## src/rtl/pwr_mode_pkg.sv

```systemverilog
package pwr_mode_pkg;

    localparam int DEF_DIV_W    = 3;
    localparam int DEF_STS_W    = 3;
    localparam int DEF_STS_BASE = 8;
    localparam int DEF_NIRQ     = 6;

    typedef enum logic [3:0] {
        MD_RESET  = 4'd0,
        MD_HIGH   = 4'd1,
        MD_MED    = 4'd2,
        MD_SLEEP  = 4'd3,
        MD_SSTBY  = 4'd4,
        MD_WATCH  = 4'd5,
        MD_SUBACT = 4'd6,
        MD_SUBSLP = 4'd7,
        MD_HWSTBY = 4'd8
    } mode_e;

    typedef enum logic [1:0] {
        PH_IDLE,
        PH_WAIT,
        PH_SWITCH
    } phase_e;

    typedef struct packed {
        logic ssby;
        logic pss;
        logic dton;
        logic lson;
    } ctl_t;

    typedef enum logic [2:0] {
        DC_NONE,
        DC_ILLEGAL,
        DC_SLEEP,
        DC_SSTBY,
        DC_WATCH,
        DC_TOSUB,
        DC_SUBSLP,
        DC_TOMAIN
    } dec_e;

    function automatic logic is_low_power(mode_e m);
        return (m == MD_SLEEP) || (m == MD_SSTBY) || (m == MD_WATCH) || (m == MD_SUBSLP);
    endfunction

    function automatic logic osc_on(mode_e m);
        return (m == MD_RESET) || (m == MD_HIGH) || (m == MD_MED) || (m == MD_SLEEP);
    endfunction

    function automatic logic sub_on(mode_e m);
        return (m == MD_WATCH) || (m == MD_SUBACT) || (m == MD_SUBSLP);
    endfunction

    function automatic logic halted(mode_e m);
        return (m != MD_HIGH) && (m != MD_MED) && (m != MD_SUBACT);
    endfunction

endpackage

```

## src/rtl/pwr_sleep_decode.sv

```systemverilog
module pwr_sleep_decode
    import pwr_mode_pkg::*;
(
    input  mode_e mode,
    input  ctl_t  ctl,
    output dec_e  dec
);
    logic from_high;
    assign from_high = (mode == MD_HIGH);

    always_comb begin
        dec = DC_NONE;
        unique case (mode)
            MD_HIGH, MD_MED: begin
                if (!ctl.ssby && !ctl.lson)
                    dec = DC_SLEEP;
                else if (ctl.ssby && !ctl.pss && !ctl.lson)
                    dec = DC_SSTBY;
                else if (ctl.ssby && ctl.pss && !ctl.dton)
                    dec = from_high ? DC_WATCH : DC_ILLEGAL;
                else if (ctl.ssby && ctl.pss && ctl.dton && ctl.lson)
                    dec = from_high ? DC_TOSUB : DC_ILLEGAL;
                else
                    dec = DC_ILLEGAL;
            end
            MD_SUBACT: begin
                if (!ctl.ssby && ctl.pss && ctl.lson)
                    dec = DC_SUBSLP;
                else if (ctl.ssby && ctl.pss && ctl.dton && !ctl.lson)
                    dec = DC_TOMAIN;
                else
                    dec = DC_ILLEGAL;
            end
            default: dec = DC_NONE;
        endcase
    end
endmodule

```

## src/rtl/pwr_wake_qual.sv

```systemverilog
module pwr_wake_qual
    import pwr_mode_pkg::*;
#(
    parameter int NIRQ = DEF_NIRQ
) (
    input  logic            clk,
    input  logic            rst,
    input  mode_e           mode,
    input  logic            nmi,
    input  logic [NIRQ-1:0] irq,
    input  logic            wdt0,
    input  logic            wdt1,
    input  logic            clear,
    output logic            wake_ok
);
    logic ext_any;
    logic qual;
    logic pend_q;

    assign ext_any = nmi | (|irq);

    always_comb begin
        unique case (mode)
            MD_SLEEP, MD_SUBSLP: qual = ext_any | wdt0 | wdt1;
            MD_SSTBY:            qual = ext_any;
            MD_WATCH:            qual = ext_any | wdt1;
            default:             qual = 1'b0;
        endcase
    end

    always_ff @(posedge clk) begin
        if (rst || clear) pend_q <= 1'b0;
        else              pend_q <= pend_q | qual;
    end

    assign wake_ok = qual | pend_q;
endmodule

```

## src/rtl/pwr_osc_timer.sv

```systemverilog
module pwr_osc_timer #(
    parameter int STS_W    = 3,
    parameter int STS_BASE = 8
) (
    input  logic             clk,
    input  logic             rst,
    input  logic             start,
    input  logic             tick,
    input  logic [STS_W-1:0] sts,
    output logic             done
);
    localparam int MAX_EXP = STS_BASE + (1 << STS_W) - 1;
    localparam int CNT_W   = MAX_EXP;

    logic [CNT_W-1:0] cnt_q;
    logic [STS_W-1:0] sts_q;
    logic [CNT_W-1:0] last;

    assign last = {CNT_W{1'b1}} >> (MAX_EXP - (STS_BASE + int'(sts_q)));
    assign done = tick && (cnt_q == last);

    always_ff @(posedge clk) begin
        if (rst) begin
            cnt_q <= '0;
            sts_q <= '0;
        end else if (start) begin
            cnt_q <= '0;
            sts_q <= sts;
        end else if (tick) begin
            cnt_q <= cnt_q + 1'b1;
        end
    end
endmodule

```

## src/rtl/pwr_mode_seq.sv

```systemverilog
module pwr_mode_seq
    import pwr_mode_pkg::*;
#(
    parameter int NIRQ     = DEF_NIRQ,
    parameter int DIV_W    = DEF_DIV_W,
    parameter int STS_W    = DEF_STS_W,
    parameter int STS_BASE = DEF_STS_BASE
) (
    input  logic             clk,
    input  logic             rst,
    input  logic             stby_n_i,
    input  logic             res_n_i,
    input  logic             sleep_i,
    input  logic             ssby_i,
    input  logic             pss_i,
    input  logic             dton_i,
    input  logic             lson_i,
    input  logic [DIV_W-1:0] ckdiv_i,
    input  logic [STS_W-1:0] sts_i,
    input  logic             subclk_tick_i,
    input  logic             nmi_i,
    input  logic [NIRQ-1:0]  irq_i,
    input  logic             wdt0_i,
    input  logic             wdt1_i,
    input  logic             irq_ack_i,
    output logic [3:0]       mode_o,
    output logic             main_osc_en_o,
    output logic             sub_en_o,
    output logic             cpu_halt_o,
    output logic             clk_sw_o,
    output logic             sleep_err_o
);
    mode_e  mode_q, mode_d;
    phase_e phase_q, phase_d;
    logic   err_q, err_d;
    logic   tmr_start, tmr_done;
    logic   wake_ok, wake_go;
    ctl_t   ctl;
    dec_e   dec;
    mode_e  active_mode;

    assign ctl         = '{ssby: ssby_i, pss: pss_i, dton: dton_i, lson: lson_i};
    assign active_mode = (ckdiv_i == '0) ? MD_HIGH : MD_MED;
    assign wake_go     = irq_ack_i && wake_ok;

    pwr_sleep_decode u_dec (
        .mode (mode_q),
        .ctl  (ctl),
        .dec  (dec)
    );

    pwr_wake_qual #(.NIRQ(NIRQ)) u_wake (
        .clk     (clk),
        .rst     (rst),
        .mode    (mode_q),
        .nmi     (nmi_i),
        .irq     (irq_i),
        .wdt0    (wdt0_i),
        .wdt1    (wdt1_i),
        .clear   (mode_d != mode_q),
        .wake_ok (wake_ok)
    );

    pwr_osc_timer #(.STS_W(STS_W), .STS_BASE(STS_BASE)) u_tmr (
        .clk   (clk),
        .rst   (rst),
        .start (tmr_start),
        .tick  (subclk_tick_i),
        .sts   (sts_i),
        .done  (tmr_done)
    );

    always_comb begin
        mode_d    = mode_q;
        phase_d   = phase_q;
        err_d     = err_q;
        tmr_start = 1'b0;
        if (!stby_n_i) begin
            mode_d  = MD_HWSTBY;
            phase_d = PH_IDLE;
        end else if (mode_q == MD_HWSTBY) begin
            mode_d  = MD_RESET;
        end else if (!res_n_i) begin
            mode_d  = MD_RESET;
            phase_d = PH_IDLE;
        end else if (mode_q == MD_RESET) begin
            mode_d  = MD_HIGH;
        end else begin
            unique case (phase_q)
                PH_SWITCH: begin
                    mode_d  = (mode_q == MD_HIGH) ? MD_SUBACT : MD_HIGH;
                    phase_d = PH_IDLE;
                end
                PH_WAIT: begin
                    if (tmr_done) phase_d = PH_SWITCH;
                end
                default: begin
                    unique case (mode_q)
                        MD_HIGH, MD_MED: begin
                            if (sleep_i) begin
                                unique case (dec)
                                    DC_SLEEP: mode_d  = MD_SLEEP;
                                    DC_SSTBY: mode_d  = MD_SSTBY;
                                    DC_WATCH: mode_d  = MD_WATCH;
                                    DC_TOSUB: phase_d = PH_SWITCH;
                                    default:  err_d   = 1'b1;
                                endcase
                            end else begin
                                mode_d = active_mode;
                            end
                        end
                        MD_SUBACT: begin
                            if (sleep_i) begin
                                unique case (dec)
                                    DC_SUBSLP: mode_d = MD_SUBSLP;
                                    DC_TOMAIN: begin
                                        phase_d   = PH_WAIT;
                                        tmr_start = 1'b1;
                                    end
                                    default:   err_d  = 1'b1;
                                endcase
                            end
                        end
                        MD_SLEEP, MD_SSTBY: if (wake_go) mode_d = active_mode;
                        MD_WATCH:  if (wake_go) mode_d = lson_i ? MD_SUBACT : MD_HIGH;
                        MD_SUBSLP: if (wake_go) mode_d = MD_SUBACT;
                        default: ;
                    endcase
                end
            endcase
        end
        if (mode_d == MD_RESET || mode_d == MD_HWSTBY) err_d = 1'b0;
    end

    always_ff @(posedge clk) begin
        if (rst) begin
            mode_q  <= MD_RESET;
            phase_q <= PH_IDLE;
            err_q   <= 1'b0;
        end else begin
            mode_q  <= mode_d;
            phase_q <= phase_d;
            err_q   <= err_d;
        end
    end

    assign mode_o        = mode_q;
    assign main_osc_en_o = osc_on(mode_q) || (phase_q != PH_IDLE);
    assign sub_en_o      = sub_on(mode_q);
    assign cpu_halt_o    = halted(mode_q);
    assign clk_sw_o      = (phase_q == PH_SWITCH);
    assign sleep_err_o   = err_q;
endmodule

```

## config.mk

```make
export PLATFORM = sky130hd
export DESIGN_NAME = pwr_mode_seq
export DESIGN_NICKNAME = d
export VERILOG_FILES = /design/src/rtl/pwr_mode_pkg.sv /design/src/rtl/pwr_sleep_decode.sv /design/src/rtl/pwr_wake_qual.sv /design/src/rtl/pwr_osc_timer.sv /design/src/rtl/pwr_mode_seq.sv
export SDC_FILE = /design/constraint.sdc
export NUM_CORES = 1
export LEC_CHECK = 0
export ABC_CLOCK_PERIOD_IN_PS = 4900
export BUFFER_PORTS_ARGS = -buffer_cell sky130_fd_sc_hd__buf_2
export CORE_MARGIN = 8
export CORE_UTILIZATION = 30
export CTS_CLUSTER_DIAMETER = 30
export CTS_CLUSTER_SIZE = 12
export DETAILED_ROUTE_END_ITERATION = 16
export SLEW_MARGIN = 20
export SYNTH_ARGS = -nofsm -noshare
export SYNTH_HDL_FRONTEND = slang
export SYNTH_SLANG_ARGS = --single-unit
export TNS_END_PERCENT = 50
```

## constraint.sdc

```tcl
create_clock -name clk -period 4.9 [get_ports clk]
set_clock_uncertainty 0.15 [all_clocks]
set_input_delay 0.49 -clock clk [delete_from_list [all_inputs] [get_ports clk]]
set_output_delay 0.49 -clock clk [all_outputs]
set_load 0.01 [all_outputs]
```

==> metrics.md, run 1 <==
| Metric | Value |
|---|---|
| Final count of hold timing violations | 0 |
| Pin count of the biggest net entering global routing | 25 |
| Clk_lat worst skew | 270 ps |
| Layout cells sized above 1 | 16.0% |
| GRT Total Usage | 11.2% |
| Die height | 98.3 um |
| WP data required | 4940 ps |
| Worst VDD drop | 0.0000972 V |
| Pleak | 0.867 nW |
| Final Critical Period | 3040 ps |
| Crit-path max FO | 24 |
| Buffers on Ports | 34 |
| Layout Nets | 331 |
| Placeable core region | 6680 um^2 |
| Max transition margin | 46.8% |
| Area post-placement | 2240 um^2 |
| Placed insts | 376 |
| Power density over cell area | 181 nW/um^2 |
| Postcts setup bufs | 0 |
| Non-Filler Instances | 380 |
| Design area | 2300 um^2 |
| Reg2reg start | mode_o[1] |
| Crit path DAT | 3080 ps |
| Slew @ Worst Pin | 798 ps |
| Worst-path clk slew | 80 ps |
| Max Fclk | 0.329 GHz |
| Cell row count | 30 |
| Synth-to-layout area growth | 13.2% |
| Hold-fix buffers at CTS | 0 |
| Number of global-route vias before repair | 1996 |
| DRC violations left | 0 |
| GPL Wtd Cong | 0.822 |
| Drt first-iter violations | 105 |
| Yosys top cell by area | dfxtp_1 |
| H-tree levels | 1 |
| Post-synth EDFFs | 0 |
| Clk sinks | 26 |
| GR Overflow Total | 0 |
| Min-delay src | stby_n_i |
| Cell variety after synth | 62 |
| Synth Register Bits | 26 |
| Final Cycle Share | 62.1% |
| Primary FF master, synth | dfxtp_1 |
| WL per Instance | 13.8 um |
| Setup CP Type | register to register |
| I/O Pins | 35 |
| Initial Util | 30.4% |
| Sum Neg Setup Slack | 0 ps |
| Avg Cell Area, Syn | 7.38 um^2 |
| CTS Buf Count | 3 |
| Post-synth ARST share | 0% |
| Slew Viols, Final | 0 |
| Initial antenna violation count | 0 |
| Max Cap Viol | 0 |
| Synth Instances | 275 |
| Global-route wire length before repair | 9160 um |
| Die Wd | 98.3 um |
| Area of the mapped netlist | 2030 um^2 |
| Post-CTS Resized | 0 |
| Final wirelength | 5250 um |
| Final Util | 34.4% |
| Register area share after synthesis | 25.6% |
| Setup violators final | 0 |
| Root Buffer | clkbuf_8 |
| Synth area leaders | dfxtp_1 26%, nor2_1 8.7%, nand2_1 6.5% |
| Worst setup path startpoint | mode_o[1] |
| Worst Setup Start Kind | register |
| CP endpoint kind | register |
| RSZ-0062 raised after global routing | false |
| Syn nets | 305 |
| Post-DP HPWL | 4050 um |
| Hold Crit Class | input pin to register |
| Via density | 5.27 |
| Antenna cell count | 0 |
| Clock tree buffer depth | 2 |
| Post-route ant nets | 0 |
| Via Count | 2003 |
| Post-synth top area share | 25.6% |
| Synth Warn # | 0 |
| CTS tree | done |
| Router iterations before antenna repair | 4 |
| Status | finished clean |
| Die area | 9660 um^2 |
-- cell usage in the layout (no fill, tap or decap), drive strengths merged, types with 2 or more instances in the layout --
cell type  instances
nor4               4
ha                 4
a211oi             4
a211o              4
buf               34
a311oi             4
a21oi             12
o31ai              2
dfxtp             26
xnor2              7
nor3b              5
o22a               3
a21o               2
nand3              5
nor4bb             2
nand3b             2
or3                3
a2111oi            2
and3               4
inv               10
o21a               2
a31oi              5
nor2              47
o21ai              9
mux2i              6
nand2b             5
and2               3
clkbuf             4
nor2b              3
xor2               9
o211ai             2
nand4              4
nand2             35
nor3               9
-- where the power goes --
part           internal [mW]  total (mW)  switching [mW]
Sequential             0.214       0.221         0.00699
Combinational         0.0253      0.0602          0.0350
Clock                 0.0718       0.136          0.0641
Total                  0.311       0.417           0.106
-- metal layers --
layer	vias to the layer above	share of wire, %	global-route usage, %
li1	1039	-	-
met1	910	45	14.0
met3	4	6.8	2.63
met4	0	0.48	2.60
met2	50	48	18.8
met5	-	0	0
-- worst paths after layout --
check / slack (ps) / depth (start not counted) / end
worst min register to register: 380 / 2 / u_tmr.cnt_q[4]
worst min-delay path: 310 / 2 / mode_o[3]
worst max register to register: 1860 / 8 / u_wake.pend_q
worst max-delay path: 1860 / 8 / u_wake.pend_q
-- sequential cells by signal, indices dropped and copies added (netlist names) --
| signal | cells |
|---|---|
| phase_q | 2 |
| u_tmr.cnt_q | 15 |
| u_tmr.sts_q | 3 |
| u_wake.pend_q | 1 |
| sleep_err_o | 1 |
| mode_o | 4 |
-- per-stage QoR --
stage | hold slack (ps) | power, mW | worst slack (ps)
floorplan | 329 | 0.262 | 2410
global placement | 355 | 0.286 | 1890
detailed placement | 365 | 0.286 | 1870
CTS | 300 | 0.425 | 1840
global route | 320 | 0.443 | 1490
finish | 310 | 0.417 | 1860
-- Yosys cell counts (5+ instances only) --
cell type  number
nand2_1        35
xnor2_1         7
nand3_1         5
nor3_1          8
xor2_1          9
o21ai_0         8
a31oi_1         5
nor2_1         47
dfxtp_1        26
mux2i_1         6
nand2b_1        5
clkbuf_1        8
inv_1          10
a21oi_1        11
-- layout make-up --
type | instances | area (um^2)
Clock buffer | 4 | 55.1
Fill cell | 688 | 4380
Inverter | 10 | 37.5
Multi-Input combinational cell | 226 | 1420
Sequential cell | 26 | 520
Tap cell | 80 | 100
Timing Repair Buffer | 34 | 170
-- critical path: stages (launching register included) --
cell and delay, ps:
dfxtp_1 830, xor2_1 390, nand2_1 240, nor3_1 310
o22a_1 170, o2111ai_1 130, a211o_1 370, xnor2_1 150
nor4_2 220
-- logic make-up after synthesis --
logic type	share of synthesized area [%]
buffers and inverters	4.62
AO/OA/AOI/OAI	23.4
XOR/XNOR	6.90
adder cells (fa/ha/maj)	2.46
AND/OR/NAND/NOR	34.1
flip-flops	25.6
multiplexers	2.96
No activity file was read; power rests on OpenSTA's default activity.
==> run 2: changes to the inputs <==
--- a/config.mk
+++ b/config.mk
@@ -5,7 +5,7 @@
 export SDC_FILE = /design/constraint.sdc
 export NUM_CORES = 1
 export LEC_CHECK = 0
-export ABC_CLOCK_PERIOD_IN_PS = 4900
+export ABC_CLOCK_PERIOD_IN_PS = 2500
 export BUFFER_PORTS_ARGS = -buffer_cell sky130_fd_sc_hd__buf_2
 export CORE_MARGIN = 8
 export CORE_UTILIZATION = 30
==> constraint.sdc (replaced) <==
create_clock -name clk -period 2.5 [get_ports clk]
set_clock_uncertainty 0.15 [all_clocks]
set_input_delay 0.25 -clock clk [delete_from_list [all_inputs] [get_ports clk]]
set_output_delay 0.25 -clock clk [all_outputs]
set_load 0.01 [all_outputs]
==> metrics.md, run 2 (synthesis gave the netlist of run 1 again) <==
| Metric | Value |
|---|---|
| Power density over cell area | 315 nW/um^2 (+74%) |
| Crit path DAT | 2470 ps (-610 ps) |
| Buffers on Ports | 34 (unchanged) |
| Initial antenna violation count | 0 (unchanged) |
| Router iterations before antenna repair | 4 (unchanged) |
| Hold Crit Class | input pin to register |
| Cell row count | 30 (unchanged) |
| Root Buffer | clkbuf_8 |
| Largest register FFs | 15 (unchanged) |
| H-tree levels | 1 (unchanged) |
| Min-delay src | sts_i[2] |
| Global-route wire length before repair | 9530 um (+4.0%) |
| Non-Filler Instances | 417 (+9.7%) |
| Placed insts | 408 (+8.5%) |
| CP most frequent cell | nor3_1 |
| Biggest register | u_tmr.cnt_q |
| Fin Hold WS | 69.1 ps (-241 ps) |
| I/O Pins | 35 (unchanged) |
| Worst-path clk slew | 90 ps (about the same) |
| RSZ-0062 raised after global routing | true |
| Critical path, cell by cell | buf_4, nor4b_2, nor3b_2, nor3_1, nor3_1, o32ai_2, o31ai_2, o22ai_2, nor4_2 |
| Via Count | 2216 (+11%) |
| Crit-path max FO | 5 (-79%) |
| WL per Instance | 14.3 um (+3.3%) |
| Max stage delay on crit path | 380 ps (-450 ps) |
| Status | finished clean |
| GR Overflow Total | 0 (unchanged) |
| Post-route ant nets | 0 (unchanged) |
| Commonest non-fill, non-tap cell in the layout | nor2_1 |
| Setup violators final | 0 (unchanged) |
| Layout Nets | 368 (+11%) |
| Clk_lat worst skew | 260 ps (about the same) |
| Post-DP HPWL | 4550 um (+12%) |
| Worst VDD drop | 0.000281 V (+190%) |
| Drt first-iter violations | 87 (-17%) |
| CTS tree | done |
| GRT Total Usage | 11.4% (+0.29 points) |
| Die Wd | 98.3 um (unchanged) |
| Final wirelength | 5950 um (+13%) |
| Slew @ Worst Pin | 589 ps (-209 ps) |
| Pleak | 1.07 nW (+23%) |
| Total power | 0.842 mW (+100%) |
| Clock tree buffer depth | 2 (unchanged) |
| DRC violations left | 0 (unchanged) |
| Max Fclk | 0.410 GHz (+25%) |
| Die area | 9660 um^2 (unchanged) |
| Final Critical Period | 2440 ps (-604 ps) |
| Reg2reg setup slack | 60 ps (-1800 ps) |
| CTS Buf Count | 3 (unchanged) |
| Die height | 98.3 um (unchanged) |
| Final Cycle Share | 97.5% (+35 points) |
| GPL Wtd Cong | 0.915 (+11%) |
| Worst setup path startpoint | mode_o[1] |
| Fillers | 703 (+2.2%) |
| Reg2reg start | mode_o[1] |
| CP endpoint kind | register |
| Pin count of the biggest net entering global routing | 15 (-40%) |
| Slew Viols, Final | 0 (unchanged) |
| Initial Util | 30.4% (unchanged) |
| Antenna cell count | 0 (unchanged) |
| Final count of hold timing violations | 0 (unchanged) |
| Via density | 5.31 (+0.82%) |
| Most frequent cells in the layout | 47 x nor2_1, 35 x buf_2, 34 x nand2_1, 34 x buf_4, 23 x dfxtp_1 |
| Number of global-route vias before repair | 2084 (+4.4%) |
| Final Util | 40.0% (+5.6 points) |
| Hold-fix buffers at CTS | 0 (unchanged) |
| Synth-to-layout area growth | 31.7% |
| Critical Path Sink | u_wake.pend_q |
| Worst Setup Start Kind | register |
| Placeable core region | 6680 um^2 (unchanged) |
| Critical R2R Capture | u_wake.pend_q |
| Clk sinks | 26 (unchanged) |
| Max Cap Viol | 0 (unchanged) |
| WP data required | 2540 ps (-2400 ps) |
| Layout cells sized above 1 | 29.7% (+14 points) |
| Max transition margin | 60.4% (+14 points) |
| CP max-delay cell | dfxtp_4 |
| Cells on worst reg2reg path | 9 (+1) |
| Setup CP Type | register to register |
## run 2: final cells by class
type / instances / area [um^2] / share of cell area, %
sequential: 26 / 529 / 19.8
clock buffer: 4 / 55.1 / 2.06
timing repair buffer: 71 / 453 / 16.9
tap: 80 / 100 / 3.74
multi-input combinational: 226 / 1500 / 56.1
inverter: 10 / 37.5 / 1.40
## run 2: worst min-delay path by stage
stage	end	slack, ps	cells past startpoint
finish	u_tmr.sts_q[2]	70	3
global route	u_tmr.sts_q[2]	70	3
CTS	u_tmr.sts_q[0]	60	3
detailed placement	u_tmr.sts_q[0]	350	3
global placement	u_tmr.sts_q[2]	340	3
floorplan	mode_o[3]	190	1
## run 2: repair_timing
action | 4_1_cts | 5_1_grt
pin swaps | 0 | 12
cloned | 0 | 1
resized for setup | 4 | 19
setup endpoints to repair | 4 | 5
buffers inserted | 0 | 4
## run 2: per-layer routing
metal / vias to the layer above / routed length (um) / GRT usage [%]
li1: 1118 / - / -
met1: 1021 / 2580 / 13.6
met2: 63 / 2870 / 19.9
met3: 14 / 358 / 1.99
met4: 0 / 144 / 4.49
met5: - / 0 / 0
## run 2: through the flow
stage          setup slack (ps)  TNS (ps)  area (um^2)
2_1_floorplan              26.9         0         2030
3_3_place_gp              -34.8     -65.8         2480
3_5_place_dp              -45.0     -87.2         2480
4_1_cts                    17.8         0         2550
5_1_grt                   -51.7     -95.6         2670
6_report                   63.1         0         2670
## run 2: worst max-delay path, delay by kind of cell (launching register included)
family / cells / cell delay, ps
buf+inv: 1 / 140
simple gates: 5 / 1200
flops: 1 / 380
compound gates: 3 / 500
## run 2: power by group
group / total, mW / leakage, nW / switching [mW] / internal [mW]
clock: 0.265 / 0.0288 / 0.124 / 0.141
sequential: 0.426 / 0.212 / 0.00782 / 0.418
combinational: 0.151 / 0.826 / 0.0849 / 0.0663
total: 0.842 / 1.07 / 0.217 / 0.625
